`config.mk`:
```
export PLATFORM = sky130hd
export DESIGN_NAME = iack_reg_unit
export DESIGN_NICKNAME = d
export VERILOG_FILES = /design/src/rtl/iack_pkg.sv /design/src/rtl/iack_decode.sv /design/src/rtl/iack_sid_former.sv /design/src/rtl/iack_seq.sv /design/src/rtl/iack_reg_unit.sv
export SDC_FILE = /design/constraint.sdc
export NUM_CORES = 1
export LEC_CHECK = 0
export BUFFER_PORTS_ARGS = -buffer_cell sky130_fd_sc_hd__clkbuf_2
export CORE_MARGIN = 5
export CORE_UTILIZATION = 40
export DETAILED_ROUTE_END_ITERATION = 10
export GPL_ROUTABILITY_DRIVEN = 0
export PLACE_DENSITY = 0.78
export RECOVER_POWER = 25
export REMOVE_ABC_BUFFERS = 1
export SETUP_SLACK_MARGIN = 0.1
export SYNTH_ARGS = -nofsm -noshare
export SYNTH_HDL_FRONTEND = slang
export SYNTH_SLANG_ARGS = --single-unit
export TNS_END_PERCENT = 20
```
`constraint.sdc`:
```
create_clock -name clk -period 1.67 [get_ports clk]
set_input_delay 0.0835 -clock clk [delete_from_list [all_inputs] [get_ports clk]]
set_output_delay 0.0835 -clock clk [all_outputs]
set_load 0.05 [all_outputs]
```
`src/rtl/iack_pkg.sv`:
```
package iack_pkg;

  typedef logic [15:0] sid_t;

  typedef enum logic [1:0] {
    ST_IDLE  = 2'd0,
    ST_START = 2'd1,
    ST_WAIT  = 2'd2,
    ST_RESP  = 2'd3
  } seq_state_t;

  // Level number for an offset inside the acknowledge window.
  function automatic logic [2:0] level_of(input logic [15:0] off, input logic [15:0] base);
    logic [15:0] diff;
    diff = off - base;
    return diff[3:1];
  endfunction

  // Locally formed Status/ID: condition flags high, own address low.
  function automatic sid_t local_sid(input logic [7:0] flags, input logic [7:0] laddr);
    return {flags, laddr};
  endfunction

endpackage

```
`src/rtl/iack_decode.sv`:
```
module iack_decode #(
  parameter int ADDR_W = 8,
  parameter int BASE   = 'h30,
  parameter int NLVL   = 7,
  parameter int LVL_W  = 3
) (
  input  logic              clk,
  input  logic              rst_n,
  input  logic [ADDR_W-1:0] addr,
  output logic              hit,
  output logic [LVL_W-1:0]  level
);
  import iack_pkg::*;

  logic [NLVL-1:0]  hit_vec;
  logic [LVL_W-1:0] idx_level;

  // One comparator per acknowledge register.
  for (genvar k = 0; k < NLVL; k++) begin : g_cmp
    localparam int OFF = BASE + 2 * (k + 1);
    assign hit_vec[k] = (addr == ADDR_W'(OFF));
  end

  assign hit = |hit_vec;

  // Level taken arithmetically from the offset.
  assign level = LVL_W'(level_of(16'(addr), 16'(BASE)));

  // Level taken from the comparator index, used only for checking.
  always_comb begin
    idx_level = '0;
    for (int k = 0; k < NLVL; k++)
      if (hit_vec[k]) idx_level = idx_level | LVL_W'(k + 1);
  end

  p_onehot_hit_r1: assert property (@(posedge clk) disable iff (!rst_n)
    $onehot0(hit_vec));

  p_level_match_r1: assert property (@(posedge clk) disable iff (!rst_n)
    hit |-> (level == idx_level));

endmodule

```
`src/rtl/iack_sid_former.sv`:
```
module iack_sid_former (
  input  logic              fail,
  input  logic              self_hit,
  input  iack_pkg::sid_t    eng_sid,
  input  logic [7:0]        flags,
  input  logic [7:0]        laddr,
  output iack_pkg::sid_t    result,
  output logic              is_err
);
  import iack_pkg::*;

  always_comb begin
    is_err = fail;
    if (fail)          result = '1;
    else if (self_hit) result = local_sid(flags, laddr);
    else               result = eng_sid;
  end

endmodule

```
`src/rtl/iack_seq.sv`:
```
module iack_seq #(
  parameter int LVL_W = 3
) (
  input  logic             clk,
  input  logic             rst_n,
  input  logic             acc_rd,
  input  logic [LVL_W-1:0] acc_level,
  input  logic             eng_done,
  input  logic             eng_fail,
  input  iack_pkg::sid_t   res_word,
  input  logic             res_err,
  output logic             idle,
  output logic             eng_start,
  output logic [LVL_W-1:0] eng_level,
  output logic             rvalid,
  output logic             rerr,
  output iack_pkg::sid_t   rdata
);
  import iack_pkg::*;

  seq_state_t st, st_nx;
  logic       fire;     // request accepted this cycle
  logic       finish;   // engine outcome accepted this cycle

  assign idle   = (st == ST_IDLE);
  assign fire   = idle && acc_rd;
  assign finish = (st == ST_WAIT) && (eng_done || eng_fail);

  always_comb begin
    st_nx = st;
    case (st)
      ST_IDLE:  if (fire) st_nx = ST_START;
      ST_START: st_nx = ST_WAIT;
      ST_WAIT:  if (finish) st_nx = ST_RESP;
      ST_RESP:  st_nx = ST_IDLE;
      default:  st_nx = ST_IDLE;
    endcase
  end

  always_ff @(posedge clk or negedge rst_n) begin
    if (!rst_n) begin
      st        <= ST_IDLE;
      eng_level <= '0;
      rdata     <= '0;
      rerr      <= 1'b0;
    end else begin
      st <= st_nx;
      if (fire) eng_level <= acc_level;
      if (finish) begin
        rdata <= res_word;
        rerr  <= res_err;
      end else if (st == ST_RESP) begin
        rerr  <= 1'b0;
      end
    end
  end

  assign eng_start = (st == ST_START);
  assign rvalid    = (st == ST_RESP);

  p_start_pulse_r2: assert property (@(posedge clk) disable iff (!rst_n)
    eng_start |=> !eng_start);

  p_start_cause_r3: assert property (@(posedge clk) disable iff (!rst_n)
    $rose(eng_start) |-> $past(acc_rd));

  p_level_range_r1: assert property (@(posedge clk) disable iff (!rst_n)
    eng_start |-> (eng_level != '0));

  p_stall_r4: assert property (@(posedge clk) disable iff (!rst_n)
    rvalid |-> $past(eng_done || eng_fail));

  p_err_data_r7: assert property (@(posedge clk) disable iff (!rst_n)
    (rvalid && rerr) |-> (rdata == '1));

  p_busy_ignore_r8: assert property (@(posedge clk) disable iff (!rst_n)
    (!idle && acc_rd) |=> !eng_start);

  p_quiet_reset_r9: assert property (@(posedge clk)
    !rst_n |-> (!eng_start && !rvalid));

endmodule

```
`src/rtl/iack_reg_unit.sv`:
```
module iack_reg_unit #(
  parameter int ADDR_W = 8,
  parameter int BASE   = 'h30,
  parameter int NLVL   = 7,
  localparam int LVL_W = $clog2(NLVL + 1)
) (
  input  logic              clk,
  input  logic              rst_n,
  input  logic              hst_req,
  input  logic              hst_we,
  input  logic [ADDR_W-1:0] hst_addr,
  output logic              hst_rvalid,
  output logic              hst_err,
  output logic [15:0]       hst_rdata,
  output logic              eng_start,
  output logic [LVL_W-1:0]  eng_level,
  input  logic              eng_done,
  input  logic              eng_fail,
  input  logic              eng_self,
  input  logic [15:0]       eng_sid,
  input  logic [7:0]        loc_flags,
  input  logic [7:0]        loc_laddr
);
  import iack_pkg::*;

  logic             dec_hit;
  logic [LVL_W-1:0] dec_level;
  logic             acc_rd;
  logic             seq_idle;
  sid_t             res_word;
  logic             res_err;

  iack_decode #(.ADDR_W(ADDR_W), .BASE(BASE), .NLVL(NLVL), .LVL_W(LVL_W)) u_dec (
    .clk   (clk),
    .rst_n (rst_n),
    .addr  (hst_addr),
    .hit   (dec_hit),
    .level (dec_level)
  );

  // Only reads of acknowledge registers are claimed.
  assign acc_rd = hst_req && !hst_we && dec_hit;

  iack_sid_former u_sid (
    .fail     (eng_fail),
    .self_hit (eng_self),
    .eng_sid  (eng_sid),
    .flags    (loc_flags),
    .laddr    (loc_laddr),
    .result   (res_word),
    .is_err   (res_err)
  );

  iack_seq #(.LVL_W(LVL_W)) u_seq (
    .clk       (clk),
    .rst_n     (rst_n),
    .acc_rd    (acc_rd),
    .acc_level (dec_level),
    .eng_done  (eng_done),
    .eng_fail  (eng_fail),
    .res_word  (res_word),
    .res_err   (res_err),
    .idle      (seq_idle),
    .eng_start (eng_start),
    .eng_level (eng_level),
    .rvalid    (hst_rvalid),
    .rerr      (hst_err),
    .rdata     (hst_rdata)
  );

  p_write_no_start_r3: assert property (@(posedge clk) disable iff (!rst_n)
    (seq_idle && hst_req && hst_we) |=> !eng_start);

  p_self_word_r6: assert property (@(posedge clk) disable iff (!rst_n)
    (hst_rvalid && !hst_err && $past(eng_self && !eng_fail)) |->
      (hst_rdata == {$past(loc_flags), $past(loc_laddr)}));

  p_remote_word_r5: assert property (@(posedge clk) disable iff (!rst_n)
    (hst_rvalid && $past(!eng_self && !eng_fail)) |->
      (!hst_err && hst_rdata == $past(eng_sid)));

endmodule

```
==> out/qor.csv <==
metric,value,unit
clock slew at reported path FFs,0.12,ns
vias in the first global route,1170,
worst path cell trace,inv_2 -> ha_2 -> or3b_1 -> and4_1 -> o32ai_1,
synthesized cell area,1180,µm²
final-stage net count,241,
RSZ-0062 raised after global routing,false,
LEAKAGE,0.817,nW
core footprint,2780,µm²
largest net degree at the start of global routing,33,
CP Capture Type,register,
IO Pins,69,
Hold Slack,0.0271,ns
CP max stage delay,0.44,ns
run status,"finished, final reports clean",
slew margin rel.,23.5,%
most frequent cells in the layout,"67 x clkbuf_2, 22 x dfrtp_1, 18 x nand2_1, 17 x o21ai_0",
total power draw,2.97,mW
cell row count,19,
initial core utilization,42.4,%
cts bufs inserted,3,
"Slew Viols, Final",0,
die width,64.3,µm
post-DR wirelength/cell,13.4,µm
design area,1600,µm²
starting DRC count in detailed routing,52,
Least-Margin Pin Slew,1.15,ns
Post-route DRC,0,
Setup CP Type,reg2reg,
Tcrit/Tclk final,90.5,%
Fillers,268,
Area Growth Syn to Fin,35.6,%
Gate Count Post-Synth,122,
Worst Skew,0.00270,ns
buffer count from post-CTS setup fixing,0,
clock root buffer,clkbuf_4,
crit path max fanout,5,
max cap viols,0,
global-route wire length before repair,5.06,mm
initial antenna violation count,0,
final hold vios,0,
critical path launch point type,register,
"Seq/Total Area, Yosys",46.7,%
Detailed Routing Iterations Pass 1,4,
final setup violation count,0,
Tmin final,1.51,ns
Area after DPL,1550,µm²
buffer and inverter count on the worst path,1,
diode count,0,
full die area,4130,µm²
Peak Freq,0.661,GHz
Cells after DPL,215,
clk buf depth,2,
clk sink count,22,
clk_lat worst skew,0.30,ns
Pwr Density,1860,nW/µm²
Synth Area per Inst,9.66,µm²
number of I/O port buffers,68,
grt total ovfl,0,
Vias/cell,5.19,
"most common cell after layout, fill and taps aside",clkbuf_2,
die height,64.3,µm
cell family with most CP delay,simple AND/OR/NAND/NOR gates,
Finished Layout Cells,220,
"Max stage delay cell, worst path",dfrtp_1,
count of different cell masters after synthesis,24,
Storage cell area,551,µm²
GRT Overall Usage,15.0,%
#FFs+latches synth,22,
CTS tree,done,
critical path arrival,1.73,ns
final WL,2.94,mm
H-Tree Level Count,1,
"antenna viol nets, final",0,
VDD IR max,1.25,mV
multi-input logic area,581,µm²
Hold Crit Class,in2reg,
Vias,1142,
share of layout cells above drive strength 1,43.9,%
worst path required time,1.89,ns
hpwl dp,2.39,mm
Ys Warns,0,
==> final timing paths <==
kind | startpoint | end | slack, ns | cells after the start
worst max-delay path | u_seq.st[0] | u_seq.st[1] | 0.16 | 5
worst min-delay path | hst_addr[1] | u_seq.eng_level[0] | 0.03 | 2
worst max register to register | u_seq.st[0] | u_seq.st[1] | 0.16 | 5
worst min register to register | u_seq.rdata[12] | u_seq.rdata[12] | 0.49 | 2
max in group asynchronous | rst_n | u_seq.st[1] | 0.47 | 2
min in group asynchronous | rst_n | u_seq.eng_level[2] | 0.52 | 2
==> logic make-up (layout without fill, tap and decap cells) <==
logic type / Yosys count / in the layout / synth area share [%]
and+or+nand+nor: 43 / 43 / 21.0
AOI/OAI and AO/OA: 38 / 38 / 20.2
DFF: 22 / 22 / 46.7
buffers and inverters: 12 / 79 / 4.99
adders and majority gates: 4 / 4 / 4.25
muxes: 3 / 3 / 2.87
==> flip-flops by register name, summed over array words and instances (netlist names) <==
register,flops
u_seq.eng_level,3
u_seq.rdata,16
u_seq.rerr,1
u_seq.st,2
==> metrics by stage <==
step	setup WS, ns	setup TNS [ns]	util, %
3_5_place_dp	0.149	0	55.6
5_1_grt	0.107	0	57.4
6_report	0.158	0	57.4
4_1_cts	0.109	0	57.2
3_3_place_gp	0.244	0	55.6
2_1_floorplan	-0.0592	-0.948	-
==> synthesized netlist by cell type (all sizes together) <==
| library cell | number | share of area (%) |
|---|---|---|
| dfrtp | 22 | 47 |
| nand2 | 18 | 5.7 |
| o21ai | 18 | 7.6 |
| a211oi | 16 | 10 |
| nor2b | 16 | 8.5 |
| buf | 6 | 3.1 |
| ha | 4 | 4.2 |
| inv | 4 | 1.3 |
| mux2 | 3 | 2.9 |
| a31oi | 2 | 1.1 |
| clkbuf | 2 | 0.64 |
| nor3b | 2 | 1.7 |
| and4 | 1 | 0.74 |
| and4bb | 1 | 1.1 |
| nand3 | 1 | 0.42 |
| nand3b | 1 | 0.64 |
| nand4 | 1 | 0.53 |
| o22ai | 1 | 0.53 |
| o32ai | 1 | 0.74 |
| or3 | 1 | 0.96 |
| or3b | 1 | 0.74 |
==> routing by layer <==
metal / track usage, % / part of all wire (%)
met1: 17.8 / 42
met2: 25.7 / 47
met3: 5.60 / 10
met4: 3.05 / 0.41
met5: 0 / 0
==> power breakdown <==
| group | leakage, nW | internal [mW] | switching, mW |
|---|---|---|---|
| Sequential | 0.270 | 0.781 | 0.145 |
| Combinational | 0.526 | 0.452 | 1.30 |
| Clock | 0.0210 | 0.133 | 0.159 |
==> cell type report <==
class,count,area share [%]
Tap cell,31,2.43
Clock buffer,4,2.27
Multi-Input combinational cell,88,36.3
Timing Repair Buffer,71,23.6
Sequential cell,22,34.5
Inverter,4,0.940
==> what timing repair did <==
item / in CTS / in global routing
hold endpoints to repair: 22 / 0
hold buffers: 1 / 0
resized for setup: 0 / 3
endpoints found under the setup margin: 0 / 6
Note: power is estimated with default switching activity, not from simulation.
